[src/rtl/periph_regbank_pkg.sv]
package periph_regbank_pkg;
    // Word indices (byte address >> 1)
    localparam int IDX_VIDCTL = 0;
    localparam int IDX_KEYS   = 1;
    localparam int IDX_SERIAL = 2;
    localparam int IDX_IE     = 4;
    localparam int IDX_IF     = 5;
    localparam int IDX_MASTER = 6;
    localparam int TMR_BASE   = 8;
    localparam int DMA_BASE   = 16;
    localparam int CNT_BASE   = 32;
    // Byte address of the halt-control byte
    localparam int HALT_BADDR = 'h50;

    localparam logic [15:0] RST_VIDCTL = 16'h0080;
    localparam logic [15:0] RST_SERIAL = 16'h8000;
    localparam logic [15:0] KEY_IDLE   = 16'h03FF;
    localparam logic [15:0] TMR_MASK   = 16'h00C7;
endpackage

[src/rtl/regbank_lane_merge.sv]
module regbank_lane_merge (
    input  logic [15:0] old_i,
    input  logic [15:0] wdata_i,
    input  logic        byte_i,
    input  logic        lane_i,
    output logic [15:0] merged_o
);
    always_comb begin
        if (!byte_i)
            merged_o = wdata_i;
        else if (lane_i)
            merged_o = {wdata_i[7:0], old_i[7:0]};
        else
            merged_o = {old_i[15:8], wdata_i[7:0]};
    end
endmodule

[src/rtl/regbank_read_mux.sv]
module regbank_read_mux
    import periph_regbank_pkg::*;
#(
    parameter int IDX_W   = 6,
    parameter int NUM_DMA = 4,
    parameter int KEY_W   = 10
) (
    input  logic [(1<<IDX_W)-1:0][15:0] regs_i,
    input  logic [IDX_W-1:0]            ridx_i,
    input  logic [KEY_W-1:0]            keys_i,
    output logic [15:0]                 rdata_o
);
    logic is_cnt;
    assign is_cnt = (int'(ridx_i) >= CNT_BASE) && (int'(ridx_i) < CNT_BASE + NUM_DMA);

    always_comb begin
        if (int'(ridx_i) == IDX_KEYS)
            rdata_o = KEY_IDLE ^ 16'(keys_i);
        else if (is_cnt)
            rdata_o = '0;
        else
            rdata_o = regs_i[ridx_i];
    end
endmodule

[src/rtl/regbank_irq.sv]
module regbank_irq (
    input  logic [15:0] enable_i,
    input  logic [15:0] flag_i,
    input  logic        master_i,
    output logic        irq_o
);
    assign irq_o = master_i && (|(enable_i & flag_i));
endmodule

[src/rtl/periph_regbank.sv]
module periph_regbank
    import periph_regbank_pkg::*;
#(
    parameter int ADDR_W  = 7,
    parameter int NUM_TMR = 4,
    parameter int NUM_DMA = 4,
    parameter int KEY_W   = 10,
    parameter int EVT_W   = 16
) (
    input  logic                    clk,
    input  logic                    rst_n,
    input  logic                    wr_en,
    input  logic                    wr_byte,
    input  logic [ADDR_W-1:0]       addr,
    input  logic [15:0]             wdata,
    output logic [15:0]             rdata,
    input  logic [KEY_W-1:0]        keys_pressed,
    input  logic [EVT_W-1:0]        irq_events,
    output logic                    irq_o,
    output logic [NUM_TMR*16-1:0]   timer_ctrl_o,
    output logic [NUM_DMA*16-1:0]   dma_count_o,
    output logic [NUM_DMA-1:0]      dma_src_stb_o,
    output logic [NUM_DMA-1:0]      dma_dst_stb_o,
    output logic [31:0]             dma_addr_o,
    output logic                    halt_req_o,
    output logic                    stop_req_o
);
    localparam int IDX_W    = ADDR_W - 1;
    localparam int NUM_REGS = 1 << IDX_W;

    typedef struct packed {
        logic [NUM_REGS-1:0][15:0] regs;
        logic [NUM_DMA-1:0]        src_stb;
        logic [NUM_DMA-1:0]        dst_stb;
        logic [31:0]               addr_val;
        logic                      halt;
        logic                      stop;
    } state_t;

    state_t s_d, s_q;

    logic [IDX_W-1:0] widx_d;
    logic [IDX_W-1:0] pair_d;
    logic [15:0]      merged_d;
    logic             is_tmr_d;

    assign widx_d = addr[ADDR_W-1:1];
    assign pair_d = widx_d ^ IDX_W'(1);

    regbank_lane_merge u_merge (
        .old_i    (s_q.regs[widx_d]),
        .wdata_i  (wdata),
        .byte_i   (wr_byte),
        .lane_i   (addr[0]),
        .merged_o (merged_d)
    );

    always_comb begin
        is_tmr_d = 1'b0;
        for (int c = 0; c < NUM_TMR; c++)
            if (int'(widx_d) == TMR_BASE + c) is_tmr_d = 1'b1;
    end

    always_comb begin
        s_d         = s_q;
        s_d.src_stb = '0;
        s_d.dst_stb = '0;
        s_d.halt    = 1'b0;
        s_d.stop    = 1'b0;
        if (wr_en) begin
            if (wr_byte && int'(addr) == HALT_BADDR) begin
                if (wdata[7]) s_d.stop = 1'b1;
                else          s_d.halt = 1'b1;
            end else if (int'(widx_d) == IDX_KEYS) begin
                s_d.regs[widx_d] = s_q.regs[widx_d];
            end else if (int'(widx_d) == IDX_IF) begin
                s_d.regs[widx_d] = s_q.regs[widx_d] & ~merged_d;
            end else if (is_tmr_d) begin
                s_d.regs[widx_d] = merged_d & TMR_MASK;
            end else begin
                s_d.regs[widx_d] = merged_d;
                for (int c = 0; c < NUM_DMA; c++) begin
                    if (int'(widx_d[IDX_W-1:2]) == DMA_BASE / 4 + c) begin
                        if (widx_d[1]) s_d.dst_stb[c] = 1'b1;
                        else           s_d.src_stb[c] = 1'b1;
                        s_d.addr_val = widx_d[0] ? {merged_d, s_q.regs[pair_d]}
                                                 : {s_q.regs[pair_d], merged_d};
                    end
                end
            end
        end
        // Hardware events set flag bits after any clear: set wins
        s_d.regs[IDX_IF] = s_d.regs[IDX_IF] | 16'(irq_events);
    end

    function automatic state_t reset_state();
        state_t r;
        r = '0;
        r.regs[IDX_VIDCTL] = RST_VIDCTL;
        r.regs[IDX_SERIAL] = RST_SERIAL;
        r.regs[IDX_KEYS]   = KEY_IDLE;
        return r;
    endfunction

    always_ff @(posedge clk or negedge rst_n) begin
        if (!rst_n) s_q <= reset_state();
        else        s_q <= s_d;
    end

    regbank_read_mux #(.IDX_W(IDX_W), .NUM_DMA(NUM_DMA), .KEY_W(KEY_W)) u_rmux (
        .regs_i  (s_q.regs),
        .ridx_i  (widx_d),
        .keys_i  (keys_pressed),
        .rdata_o (rdata)
    );

    regbank_irq u_irq (
        .enable_i (s_q.regs[IDX_IE]),
        .flag_i   (s_q.regs[IDX_IF]),
        .master_i (s_q.regs[IDX_MASTER][0]),
        .irq_o    (irq_o)
    );

    for (genvar g = 0; g < NUM_TMR; g++) begin : g_tmr
        assign timer_ctrl_o[g*16 +: 16] = s_q.regs[TMR_BASE + g];
    end

    for (genvar g = 0; g < NUM_DMA; g++) begin : g_cnt
        assign dma_count_o[g*16 +: 16] = s_q.regs[CNT_BASE + g];
    end

    assign dma_src_stb_o = s_q.src_stb;
    assign dma_dst_stb_o = s_q.dst_stb;
    assign dma_addr_o    = s_q.addr_val;
    assign halt_req_o    = s_q.halt;
    assign stop_req_o    = s_q.stop;
endmodule

[config.mk]
export PLATFORM = sky130hd
export DESIGN_NAME = periph_regbank
export DESIGN_NICKNAME = d
export VERILOG_FILES = /design/src/rtl/periph_regbank_pkg.sv /design/src/rtl/regbank_lane_merge.sv /design/src/rtl/regbank_read_mux.sv /design/src/rtl/regbank_irq.sv /design/src/rtl/periph_regbank.sv
export SDC_FILE = /design/constraint.sdc
export NUM_CORES = 2
export LEC_CHECK = 0
export BUFFER_PORTS_ARGS = -buffer_cell sky130_fd_sc_hd__buf_2
export CAP_MARGIN = 20
export CORE_AREA = 3 3 353 529
export DETAILED_ROUTE_END_ITERATION = 10
export DIE_AREA = 0 0 356 532
export GPL_TIMING_DRIVEN = 0
export HOLD_SLACK_MARGIN = 0.1
export SKIP_CTS_REPAIR_TIMING = 1
export SYNTH_ARGS = -nofsm -noshare
export SYNTH_HDL_FRONTEND = slang
export SYNTH_SLANG_ARGS = --single-unit
[constraint.sdc]
create_clock -name clk -period 5.8 [get_ports clk]
set_input_delay 1.16 -clock clk [delete_from_list [all_inputs] [get_ports clk]]
set_output_delay 1.16 -clock clk [all_outputs]
set_load 0.01 [all_outputs]
==> results.json <==
{
  "crit_type": "in -> reg",
  "dieHeight_um": 532,
  "antenna_found_initial": 35,
  "cp_num_buf_inv": 9,
  "portBuffers": 234,
  "peakVddDrop_mv": 0.284,
  "fin_skew_ps": 82.6,
  "setup_viol_count_final": 94,
  "ys_ff_latch": 1066,
  "clock_latency_ps": 780,
  "cts_root_buf": "clkbuf_16",
  "track_usage_pct": 34.4,
  "drv_slew": 0,
  "syn_nets": 5178,
  "cp_slowest_stage_delay_ps": 930,
  "vias": 48553,
  "routedWlPerCell_um": 41.0,
  "fp.dieW_um": 356,
  "worstMarginPinSlew_ps": 1240,
  "hold_class": "in -> async",
  "vias_per_cell": 6.00,
  "final_net_count": 5601,
  "yosysWarningCount": 0,
  "p_per_area_nw_per_um2": 336,
  "cp.arrival_ps": 6840,
  "crit_slowest_cell": "clkdlybuf4s15_1",
  "end_kind": "flop",
  "synthFlopType": "dfrtp_1",
  "htree_levels": 3,
  "numCtsBuffers": 105,
  "fin_ws_ps": -342,
  "fin_util_pct": 35.3,
  "grt_pass1_vias": 46586,
  "io_pins": 240,
  "avgSynthCellArea_um2": 10.7,
  "period_minus_slack_ps": 6140,
  "dr.pass1.iters": 6,
  "wl_mm": 332,
  "start_util_pct": 29.9,
  "finalCritPeriodShare_pct": 106,
  "violations": "setup timing",
  "startpoint_type": "input pin",
  "outcome": "complete, but fails checks",
  "core_area_um2": 183000,
  "layout-drive-gt1-share_pct": 23.6,
  "grt_pass1_wl_mm": 434,
  "timing.fmax_mhz": 163,
  "area_growth_pct": 18.2,
  "clock_path_buffers": 3,
  "slew_headroom_pct": 17.4,
  "max_cap_violations": 0,
  "required_ps": 6500,
  "worstPathMaxFanout": 10,
  "synth_area_um2": 54600,
  "drt_iter0_markers": 6347,
  "drc": 0,
  "synthArstFlopShare_pct": 100,
  "cts.sinks": 1066,
  "synth-edff-count": 0,
  "power_mw": 21.7,
  "num_rows": 192,
  "antenna_left": 0,
  "rsz0062_at_grt": "true",
  "synthCells": 5125,
  "synth.distinct_cells": 64,
  "clk_pin_slew_ps": 70,
  "gp_congestion": 1.09,
  "hpwl_mm": 258,
  "die-area_um2": 189000,
  "grt_max_degree": 165,
  "grt_overflow": 0,
  "finalHoldViolCount": 0,
  "cp_cell_sequence": "clkbuf_4, buf_6, buf_4, buf_4, clkbuf_4, nor2b_1, buf_2, clkbuf_1, buf_8, clkdlybuf4s15_1, a22oi_1, a21oi_1, a211oi_2, nor2_1, a221o_1",
  "power_leakage_nw": 28.2,
  "cp_top_family": "buffers and inverters",
  "cts_tree": "done",
  "seq_area_frac_synth_pct": 48.9
}
==> worst reg2reg max path, cell delays in order, from the launching register on <==
cell	delay [ps]
dfrtp_1	580
mux4_1	590
a22o_1	250
o41ai_1	340
a21oi_1	180
nor4_1	760
a211o_1	520
clkbuf_1	640
clkbuf_1	570
o21ai_0	230
==> path summary, 6_finish.rpt <==
kind / from / endpoint / slack [ps] / cells after the start
worst max-delay path: addr[3] / dma_addr_o[16]$_DFFE_PN0P_ / -340 / 15
worst min-delay path: rst_n / s_q[1012]$_DFFE_PN0P_ / 390 / 1
worst max register to register: dma_count_o[3]$_DFFE_PN0P_ / s_q[93]$_DFFE_PN0P_ / 960 / 9
worst min register to register: s_q[58]$_DFFE_PN1P_ / s_q[58]$_DFFE_PN1P_ / 450 / 1
max in group asynchronous: rst_n / s_q[551]$_DFFE_PN0P_ / 2260 / 5
min in group clk: s_q[58]$_DFFE_PN1P_ / s_q[58]$_DFFE_PN1P_ / 450 / 1
==> area by class of cell <==
class | instances | area (µm²)
inverters | 6 | 22.5
repair buffers | 317 | 2380
multi-input cells | 3386 | 24700
flip-flops and latches | 1066 | 26700
clock buffers | 153 | 3080
well taps | 2425 | 3030
diodes | 34 | 85.1
fillers | 18411 | 118000
plain buffers | 666 | 3880
clock inverters | 45 | 679
==> through the flow <==
step           setup TNS, ps  cells  hold slack (ps)  cell area (µm²)  setup slack (ps)
4_1_cts              -475930   8050              447            63700             -1800
6_report               -8810   8098              393            64500              -342
5_1_grt                -98.5   8081              455            64500             -92.7
3_5_place_dp        -1232130   7852              437            60000             -2160
3_3_place_gp               -   7784              433            58800            -19910
2_1_floorplan              0   5125              426            54600              1210
==> synth_stat cells (all sizes together) (7+ instances only) <==
cell,instances,share of area (%)
a221oi,33,0.53
nand2b,12,0.14
o22ai,96,1.1
a22o,18,0.29
nand2,1126,7.7
a221o,16,0.29
a211oi,27,0.42
nor2,98,0.67
nor4,17,0.19
o21ai,974,8.9
mux4,365,15
dfrtp,1054,48
mux2i,198,3.6
nand3,16,0.15
mux2,41,0.85
a21oi,63,0.58
a211o,11,0.18
o221ai,26,0.42
and2,58,0.66
a22oi,44,0.61
a21o,8,0.11
nor2b,27,0.31
a32oi,7,0.11
dfstp,12,0.58
nor3,31,0.31
buf,315,4.3
clkbuf,352,2.4
==> cells in the final DEF (no fill, tap or decap), types with 9 or more instances in the layout <==
| cell | instances |
|---|---|
| a211o_1 | 11 |
| a211oi_1 | 18 |
| a211oi_2 | 9 |
| a21oi_1 | 56 |
| a221o_1 | 16 |
| a221oi_1 | 26 |
| a22o_1 | 18 |
| a22oi_1 | 44 |
| and2_1 | 58 |
| buf_12 | 11 |
| buf_16 | 14 |
| buf_2 | 276 |
| buf_4 | 218 |
| buf_6 | 59 |
| buf_8 | 29 |
| bufinv_16 | 11 |
| clkbuf_1 | 341 |
| clkbuf_16 | 105 |
| clkbuf_2 | 27 |
| clkbuf_4 | 19 |
| clkbuf_8 | 27 |
| clkinv_2 | 14 |
| dfrtp_1 | 1054 |
| dfstp_2 | 12 |
| diode_2 | 34 |
| mux2_2 | 41 |
| mux2i_1 | 190 |
| mux4_2 | 357 |
| nand2_1 | 1124 |
| nand2b_1 | 11 |
| nand3_1 | 15 |
| nor2_1 | 85 |
| nor2b_1 | 26 |
| nor3_1 | 25 |
| nor4_1 | 17 |
| o21ai_0 | 966 |
| o221ai_1 | 26 |
| o22ai_1 | 85 |
| o22ai_2 | 10 |
==> sequential cells by signal (all words and copies together) (netlist names) <==
| register | flops |
|---|---|
| dma_src_stb_o | 4 |
| dma_dst_stb_o | 4 |
| timer_ctrl_o | 64 |
| s_q | 896 |
| stop_req_o | 1 |
| halt_req_o | 1 |
| dma_count_o | 64 |
| dma_addr_o | 32 |
==> power by group <==
part	total (mW)	switching [mW]	leakage [nW]	internal [mW]
combinational	4.74	3.01	12.2	1.74
clock	7.56	3.33	1.84	4.23
sequential	9.39	1.00	14.2	8.39
total	21.7	7.34	28.2	14.4
==> routing by layer <==
metal	track usage (%)	share of wire, %	up-vias
met5	0	0.010	-
met3	8.79	9.7	969
met2	52.9	44	3520
met4	27.8	10	4
li1	-	-	19133
met1	40.5	35	24927
==> kinds of logic after synthesis <==
logic type	synth area share, %
flops	48.9
compound gates	14.2
mux	19.6
buf+inv	6.73
simple gates	10.6
Note: power is estimated with default switching activity, not from simulation.
